## src/rtl/pll_search_pkg.sv

```systemverilog
// Shared constants and the phase type for the PLL divider search engine.
// Assumes the candidate window and code base are fixed by the PLL topology.
package pll_search_pkg;
    typedef enum logic [2:0] {
        PH_IDLE,
        PH_DIV_STEP,
        PH_SCAN,
        PH_PICK,
        PH_DIV_FREQ
    } phase_t;

    localparam int N_FIRST   = 3;
    localparam int N_LAST    = 25;
    localparam int FB_LOW    = 3;
    localparam int FB_HIGH   = 64;
    localparam int CODE_BASE = 65;
    localparam int P_LIMIT   = 3;
    localparam int PW        = $clog2(P_LIMIT + 1);
    localparam int NCW       = $clog2(N_LAST + 1);
    localparam int MW        = $clog2(FB_HIGH + 1);
    localparam int CMW       = 6;
endpackage

```

## src/rtl/pll_prescale.sv

```systemverilog
// Limits the request to the allowed range, then doubles it until it reaches
// the VCO floor, at most P_LIMIT times. Purely combinational.
// Assumes VCO_FLOOR fits in FW bits, so one doubling never overflows FW+1 bits.
module pll_prescale
    import pll_search_pkg::*;
#(
    parameter int FW        = 24,
    parameter int VCO_FLOOR = 110000
) (
    input  logic [FW-1:0] req,
    input  logic [FW-1:0] lo,
    input  logic [FW-1:0] hi,
    output logic [FW-1:0] clamped,
    output logic [FW:0]   vco,
    output logic [PW-1:0] p
);
    localparam int VW = FW + 1;

    // Clamp (low bound first, then high bound), then select the exponent.
    always_comb begin
        clamped = req;
        if (req < lo) clamped = lo;
        if (clamped > hi) clamped = hi;
        vco = {1'b0, clamped};
        p   = '0;
        for (int i = 0; i < P_LIMIT; i++) begin
            if (vco < VW'(VCO_FLOOR)) begin
                vco = vco << 1;
                p   = p + 1'b1;
            end
        end
    end
endmodule

```

## src/rtl/pll_serdiv.sv

```systemverilog
// Restoring serial divider: one quotient bit per clock, NW clocks per divide.
// Assumes start is raised only when the divider is idle. A zero divisor
// yields an all-ones quotient.
module pll_serdiv #(
    parameter int NW = 41,
    parameter int DW = 27
) (
    input  logic          clk,
    input  logic          rst_n,
    input  logic          start,
    input  logic [NW-1:0] num,
    input  logic [DW-1:0] den,
    output logic [NW-1:0] quot,
    output logic          done
);
    localparam int CW = $clog2(NW + 1);

    logic [NW-1:0] q_r, num_r;
    logic [DW-1:0] rem_r, den_r;
    logic [CW-1:0] cnt;
    logic          busy;
    logic [DW:0]   trial, diff;
    logic          ge;
    logic [NW+DW-1:0] recon;

    // Trial subtraction for the next quotient bit.
    always_comb begin
        trial = {rem_r, q_r[NW-1]};
        diff  = trial - {1'b0, den_r};
        ge    = (trial >= {1'b0, den_r});
        recon = (NW+DW)'(q_r) * (NW+DW)'(den_r) + (NW+DW)'(rem_r);
    end

    // Shift-subtract sequencer.
    always_ff @(posedge clk) begin
        if (!rst_n) begin
            q_r   <= '0;
            num_r <= '0;
            rem_r <= '0;
            den_r <= '0;
            cnt   <= '0;
            busy  <= 1'b0;
            done  <= 1'b0;
        end else begin
            done <= 1'b0;
            if (start && !busy) begin
                q_r   <= num;
                num_r <= num;
                den_r <= den;
                rem_r <= '0;
                cnt   <= CW'(NW);
                busy  <= 1'b1;
            end else if (busy) begin
                q_r   <= {q_r[NW-2:0], ge};
                rem_r <= ge ? diff[DW-1:0] : trial[DW-1:0];
                cnt   <= cnt - 1'b1;
                if (cnt == CW'(1)) begin
                    busy <= 1'b0;
                    done <= 1'b1;
                end
            end
        end
    end

    assign quot = q_r;

    // a finished divide reconstructs its dividend exactly.
    a_r3_div_exact: assert property (@(posedge clk) disable iff (!rst_n)
        (done && den_r != '0) |-> (recon == (NW+DW)'(num_r) && rem_r < den_r));
endmodule

```

## src/rtl/pll_cand_pick.sv

```systemverilog
// Judges one candidate: is its accumulated feedback value inside the usable
// window, and is its fraction strictly below the best seen so far?
// Assumes acc holds FRAC fraction bits.
module pll_cand_pick
    import pll_search_pkg::*;
#(
    parameter int AC   = 46,
    parameter int FRAC = 16
) (
    input  logic [AC-1:0]   acc,
    input  logic [FRAC:0]   best_err,
    output logic            take,
    output logic [MW-1:0]   cand_m,
    output logic [FRAC-1:0] cand_frac
);
    localparam logic [AC-1:0] LOW_BOUND  = AC'(FB_LOW) << FRAC;
    localparam logic [AC-1:0] HIGH_BOUND = AC'(FB_HIGH) << FRAC;

    logic in_window;

    // Window test and strict fraction comparison.
    always_comb begin
        in_window = (acc >= LOW_BOUND) && (acc <= HIGH_BOUND);
        cand_frac = acc[FRAC-1:0];
        cand_m    = acc[FRAC+MW-1:FRAC];
        take      = in_window && ({1'b0, cand_frac} < best_err);
    end
endmodule

```

## src/rtl/pll_div_search.sv

```systemverilog
// PLL divider search engine. On start it latches the inputs and prescales
// the request. It then divides out a fixed-point step, scans n = 3..25 one
// per clock, and divides again for the achieved frequency.
// Assumes inputs are valid in the start cycle; later input changes are ignored.
module pll_div_search
    import pll_search_pkg::*;
#(
    parameter int FW        = 24,
    parameter int FRAC      = 16,
    parameter int VCO_FLOOR = 110000
) (
    input  logic            clk,
    input  logic            rst_n,
    input  logic            start,
    input  logic [FW-1:0]   ref_freq,
    input  logic [FW-1:0]   req_freq,
    input  logic [FW-1:0]   min_freq,
    input  logic [FW-1:0]   max_freq,
    output logic [5:0]      m_code,
    output logic [5:0]      n_code,
    output logic [1:0]      p_code,
    output logic [FW+7:0]   out_freq,
    output logic            done,
    output logic            no_fit
);
    localparam int VW = FW + 1;
    localparam int NW = VW + FRAC;
    localparam int DW = FW + 3;
    localparam int AW = FW + 8;
    localparam int AC = NW + 5;
    localparam logic [FRAC:0] ERR_INIT = (FRAC+1)'(1) << FRAC;

    phase_t           st;
    logic [FW-1:0]    ref_q;
    logic [PW-1:0]    p_q;
    logic [NW-1:0]    inc_q;
    logic [AC-1:0]    acc_q;
    logic [NCW-1:0]   n_q;
    logic [MW-1:0]    best_m;
    logic [NCW-1:0]   best_n;
    logic [FRAC:0]    err_best;

    logic [FW-1:0]    pre_clamp;
    logic [VW-1:0]    pre_vco;
    logic [PW-1:0]    pre_p;
    logic             take;
    logic [MW-1:0]    cand_m;
    logic [FRAC-1:0]  cand_frac;
    logic             div_start, div_done;
    logic [NW-1:0]    div_num, div_quot;
    logic [DW-1:0]    div_den;
    logic [DW+MW-1:0] freq_prod;

    pll_prescale #(.FW(FW), .VCO_FLOOR(VCO_FLOOR)) u_pre (
        .req(req_freq), .lo(min_freq), .hi(max_freq),
        .clamped(pre_clamp), .vco(pre_vco), .p(pre_p)
    );

    pll_cand_pick #(.AC(AC), .FRAC(FRAC)) u_pick (
        .acc(acc_q), .best_err(err_best),
        .take(take), .cand_m(cand_m), .cand_frac(cand_frac)
    );

    pll_serdiv #(.NW(NW), .DW(DW)) u_div (
        .clk(clk), .rst_n(rst_n), .start(div_start),
        .num(div_num), .den(div_den), .quot(div_quot), .done(div_done)
    );

    // Divider operand selection: step division when idle, frequency otherwise.
    always_comb begin
        freq_prod = {ref_q, 3'b000} * best_m;
        div_start = (st == PH_IDLE && start) || (st == PH_PICK && best_m != '0);
        if (st == PH_IDLE) begin
            div_num = {pre_vco, {FRAC{1'b0}}};
            div_den = {ref_freq, 3'b000};
        end else begin
            div_num = NW'(freq_prod);
            div_den = DW'(best_n);
        end
    end

    // Search sequencer and result registers.
    always_ff @(posedge clk) begin
        if (!rst_n) begin
            st       <= PH_IDLE;
            ref_q    <= '0;
            p_q      <= '0;
            inc_q    <= '0;
            acc_q    <= '0;
            n_q      <= '0;
            best_m   <= '0;
            best_n   <= '0;
            err_best <= '0;
            m_code   <= '0;
            n_code   <= '0;
            p_code   <= '0;
            out_freq <= '0;
            done     <= 1'b0;
            no_fit   <= 1'b0;
        end else begin
            done <= 1'b0;
            case (st)
                PH_IDLE: if (start) begin
                    ref_q <= ref_freq;
                    p_q   <= pre_p;
                    st    <= PH_DIV_STEP;
                end
                PH_DIV_STEP: if (div_done) begin
                    inc_q    <= div_quot;
                    acc_q    <= AC'(div_quot) + (AC'(div_quot) << 1);
                    n_q      <= NCW'(N_FIRST);
                    best_m   <= '0;
                    best_n   <= '0;
                    err_best <= ERR_INIT;
                    st       <= PH_SCAN;
                end
                PH_SCAN: begin
                    if (take) begin
                        best_m   <= cand_m;
                        best_n   <= n_q;
                        err_best <= {1'b0, cand_frac};
                    end
                    acc_q <= acc_q + AC'(inc_q);
                    n_q   <= n_q + 1'b1;
                    if (n_q == NCW'(N_LAST)) st <= PH_PICK;
                end
                PH_PICK: begin
                    if (best_m == '0) begin
                        m_code   <= '0;
                        n_code   <= '0;
                        p_code   <= p_q;
                        out_freq <= '0;
                        no_fit   <= 1'b1;
                        done     <= 1'b1;
                        st       <= PH_IDLE;
                    end else begin
                        st <= PH_DIV_FREQ;
                    end
                end
                PH_DIV_FREQ: if (div_done) begin
                    m_code   <= CMW'(MW'(CODE_BASE) - best_m);
                    n_code   <= CMW'(MW'(CODE_BASE) - MW'(best_n));
                    p_code   <= p_q;
                    out_freq <= AW'(div_quot >> p_q);
                    no_fit   <= 1'b0;
                    done     <= 1'b1;
                    st       <= PH_IDLE;
                end
                default: st <= PH_IDLE;
            endcase
        end
    end

    a_r1_clamp_inside: assert property (@(posedge clk) disable iff (!rst_n)
        (st == PH_IDLE && start && min_freq <= max_freq)
        |-> (pre_clamp >= min_freq && pre_clamp <= max_freq));
    a_r1_clamp_pass: assert property (@(posedge clk) disable iff (!rst_n)
        (st == PH_IDLE && start && req_freq >= min_freq && req_freq <= max_freq)
        |-> pre_clamp == req_freq);
    a_r2_vco_floor: assert property (@(posedge clk) disable iff (!rst_n)
        (st == PH_IDLE && start && pre_p != PW'(P_LIMIT)) |-> pre_vco >= VW'(VCO_FLOOR));
    a_r2_p_minimal: assert property (@(posedge clk) disable iff (!rst_n)
        (st == PH_IDLE && start && pre_p != '0)
        |-> ({1'b0, pre_vco} < (VW+1)'(2 * VCO_FLOOR)));
    a_r4_take_window: assert property (@(posedge clk) disable iff (!rst_n)
        (st == PH_SCAN && take) |-> (cand_m >= MW'(FB_LOW) && cand_m <= MW'(FB_HIGH)));
    a_r5_err_shrinks: assert property (@(posedge clk) disable iff (!rst_n)
        (st == PH_SCAN) |=> (err_best <= $past(err_best)));
    a_r6_code_range: assert property (@(posedge clk) disable iff (!rst_n)
        (done && !no_fit) |-> (m_code >= 6'd1 && m_code <= 6'd62 &&
                               n_code >= 6'd40 && n_code <= 6'd62));
    a_r8_one_cycle: assert property (@(posedge clk) disable iff (!rst_n)
        done |=> !done);
    a_r8_hold: assert property (@(posedge clk) disable iff (!rst_n)
        (!$stable(m_code) || !$stable(n_code) || !$stable(p_code) ||
         !$stable(out_freq) || !$stable(no_fit)) |-> done);
    a_r9_scan_not_restarted: assert property (@(posedge clk) disable iff (!rst_n)
        (st == PH_SCAN) |=> (st == PH_SCAN || st == PH_PICK));
    a_r10_nofit_zero: assert property (@(posedge clk) disable iff (!rst_n)
        (done && no_fit) |-> (m_code == '0 && n_code == '0 && out_freq == '0));
endmodule

```

## config.mk

```make
export PLATFORM = sky130hd
export DESIGN_NAME = pll_div_search
export DESIGN_NICKNAME = d
export VERILOG_FILES = /design/src/rtl/pll_search_pkg.sv /design/src/rtl/pll_prescale.sv /design/src/rtl/pll_serdiv.sv /design/src/rtl/pll_cand_pick.sv /design/src/rtl/pll_div_search.sv
export SDC_FILE = /design/constraint.sdc
export NUM_CORES = 1
export LEC_CHECK = 0
export ABC_AREA = 1
export BUFFER_PORTS_ARGS = -buffer_cell sky130_fd_sc_hd__buf_2
export CAP_MARGIN = 25
export CORE_AREA = 2 2 179 225
export CTS_CLUSTER_DIAMETER = 200
export DETAILED_ROUTE_END_ITERATION = 8
export DIE_AREA = 0 0 181 227
export PLACE_DENSITY = 0.86
export SYNTH_ARGS = -nofsm -noshare
export SYNTH_HDL_FRONTEND = slang
export SYNTH_SLANG_ARGS = --single-unit
```

## constraint.sdc

```tcl
create_clock -name clk -period 19.9 [get_ports clk]
set_input_delay 5.97 -clock clk [delete_from_list [all_inputs] [get_ports clk]]
set_output_delay 5.97 -clock clk [all_outputs]
set_load 0.01 [all_outputs]
```

==> qor.yml <==
status: "complete, no violations"
multi_input_area_um2: 17500
nFillCells: 3283
antenna_found_initial: 2
top_layer_used: "met5"
synthArstFlopShare: 0
startpoint_type: "input pin"
clk_latency_ns: 0.53
dieHeight_um: 227
cts_made_buffers: 34
syn_nets: 4329
drt-met1-wl_um: 28600
synthAdderAreaFrac: 0.195
rsz0062_at_grt: "no"
timing.fmax_ghz: 0.0799
period_share: 0.629
synth_xor_area_frac: 0.0267
maxCapViolCount: 0
cts_sinks: 301
cellLeakagePower_nw: 13.9
finClkSkew_ns: 0.0220
tightest_slew_ns: 1.03
hold_viol: 0
synth_cell_types: 61
synth_mux_area_frac: 0.00115
grt_start_max_net_pins: 98
cts_htree_levels: 2
synth_top_family_by_area: "simple AND/OR/NAND/NOR gates"
drive_above_1_share: 0.0750
synth.top_cell.area_share: 0.230
ant_nets: 0
wl_per_cell_um: 16.4
nNetsFinal: 4350
yosysWarningCount: 0
ys_seq_area_frac: 0.230
yosys.area_share.simple: 0.238
drt-initial-drc-count: 2056
synth_ff_type: "dfxtp_1"
grt_overflow_total: 0
yosys-top-cells-count: "nand2_1, inv_1, a21oi_1"
root_buffer: "clkbuf_16"
drc: 0
worstSetupPathType: "in -> reg"
synthCells: 3889
initial_utilization: 0.673
r2r_slack_ns: 13.11
die_w_um: 181
crit_arrival_ns: 12.94
row_count: 81
synth_most_common_cell: "nand2_1"
area_growth_syn_to_layout_pct: 7.36
viasPerCell: 5.92
synth_area_um2: 26200
cts_tree: "done"
grt_usage: 0.348
cts_resized: 0
ios: 147
hold_path.class: "reg -> reg"
hpwl_um: 53800
fp.dieArea_um2: 41100
gp_congestion: 0.933
critPathMostFrequentCell: "nand2_1"
core_area_um2: 38900
cp-end-kind: "flop"
seq_area_um2: 6030
wl_met3_um: 5260
postPlaceCellArea_um2: 27000
max_stage_delay_ns: 0.42
grt_pass1_vias: 24579
finalSetupTns_ns: 0
path_clk_slew_ns: 0.06
vias: 26216
slew_viol_final: 0
synth_compound_area_frac: 0.205
synth.ff_latch_count: 301
peakVddDrop_v: 0.000128
cts_max_path_buffers: 3
critPathMaxFanout: 37
critPathRequiredTime_ns: 20.32
min_period_ns: 12.52
yosys.area.top_type: "dfxtp_1"
hold_buffers: 0
grt_pass1_wl_um: 118000
wl_met2_um: 34100
synthTopCellsByArea: "dfxtp_1, nand2_1, ha_1"
stdcell_area_um2: 28100
totalWireLength_um: 72600
synth_edf_count: 0
drtPass1Iterations: 8
setup_viol: 0
cp_slowest_cell: "a21oi_4"
portBuffers: 146
p_per_area_nw_per_um2: 83.3
avgSynthCellArea_um2: 6.74
post_cts_buffers: 0
relSlewSlack: 0.311
report_power, final:
| group | switching, mW | internal [mW] |
|---|---|---|
| clock | 0.268 | 0.378 |
| combinational | 0.658 | 0.345 |
| sequential | 0.0478 | 0.647 |
| total | 0.974 | 1.37 |
critical path: cells and delay by family:
kind,cells,cell delay [ns]
compound gates,3,0.97
buf+inv,4,0.53
simple gates,34,4.86
fa+ha+maj,2,0.58
layout make-up:
cell class	count	area share
diodes	1	0.0000890
clock buffers	43	0.0336
clock inverters	16	0.00623
inverters	499	0.0666
multi-input cells	2897	0.622
flip-flops and latches	301	0.214
well taps	498	0.0222
repair buffers	177	0.0353
sequential cells by signal, indices dropped and copies added, names as in the netlist, 2 cells and up:
| register | count |
|---|---|
| st | 3 |
| inc_q | 41 |
| acc_q | 46 |
| u_div.den_r | 27 |
| u_div.quot | 41 |
| ref_q | 24 |
| n_q | 5 |
| best_n | 5 |
| p_q | 2 |
| best_m | 7 |
| n_code | 6 |
| u_div.cnt | 6 |
| u_div.rem_r | 27 |
| m_code | 6 |
| out_freq | 32 |
| err_best | 17 |
| p_code | 2 |
metal layers:
metal | global-route usage | vias up
li1 | - | 12857
met1 | 0.413 | 12001
met2 | 0.604 | 1082
met3 | 0.0517 | 274
met4 | 0.200 | 2
met5 | 0 | -
kinds of logic after synthesis:
kind of cell	count (synthesis)
AO/OA/AOI/OAI	981
multiplexers	3
buffers and inverters	691
AND/OR/NAND/NOR	1492
flip-flops	301
XOR/XNOR	80
adder cells (fa/ha/maj)	341
through the flow:
step	worst slack (ns)	hold slack (ns)	util	total power [mW]	instances
final	7.38	0.462	0.723	2.34	4432
after global routing	6.51	0.479	0.723	2.50	4431
after CTS	7.42	0.464	0.722	2.33	4430
after detailed placement	6.88	0.453	0.694	1.68	4371
after global placement	6.97	0.449	0.693	1.67	4370
after floorplan	8.94	0.441	-	1.48	3889
worst paths after layout:
check / start / cells after the start / end
setup reg to reg: best_m[3]$_SDFFE_PN0P_ / 29 / u_div.quot[33]$_SDFFE_PN0P_
hold reg to reg: err_best[11]$_SDFFE_PN0P_ / 2 / err_best[11]$_SDFFE_PN0P_
hold / removal: err_best[11]$_SDFFE_PN0P_ / 2 / err_best[11]$_SDFFE_PN0P_
setup / recovery: min_freq[23] / 43 / p_q[0]$_SDFFE_PN0P_
placed cells by master, fill, tap and decap left out, types with 8 or more instances in the layout:
cell       count
xnor2_1       32
o31ai_1        9
o221ai_1       9
o211ai_1      23
a31oi_1       63
buf_2        145
o21ai_1        8
and2_1        10
inv_1        486
nand2_1      921
a21oi_1      419
a21o_1         8
nand3_1      183
or2_2         13
nand2_2        9
o21ai_0      365
fa_1         112
a211oi_1       8
ha_1         229
a21boi_0       9
dfxtp_1      301
nand4_1       35
clkbuf_16     35
buf_4         30
nor2_1       258
nor3_1        19
clkinv_2       8
xor2_1        48
nor4_1         8
o21bai_1      10
No activity file was read; power rests on OpenSTA's default activity.
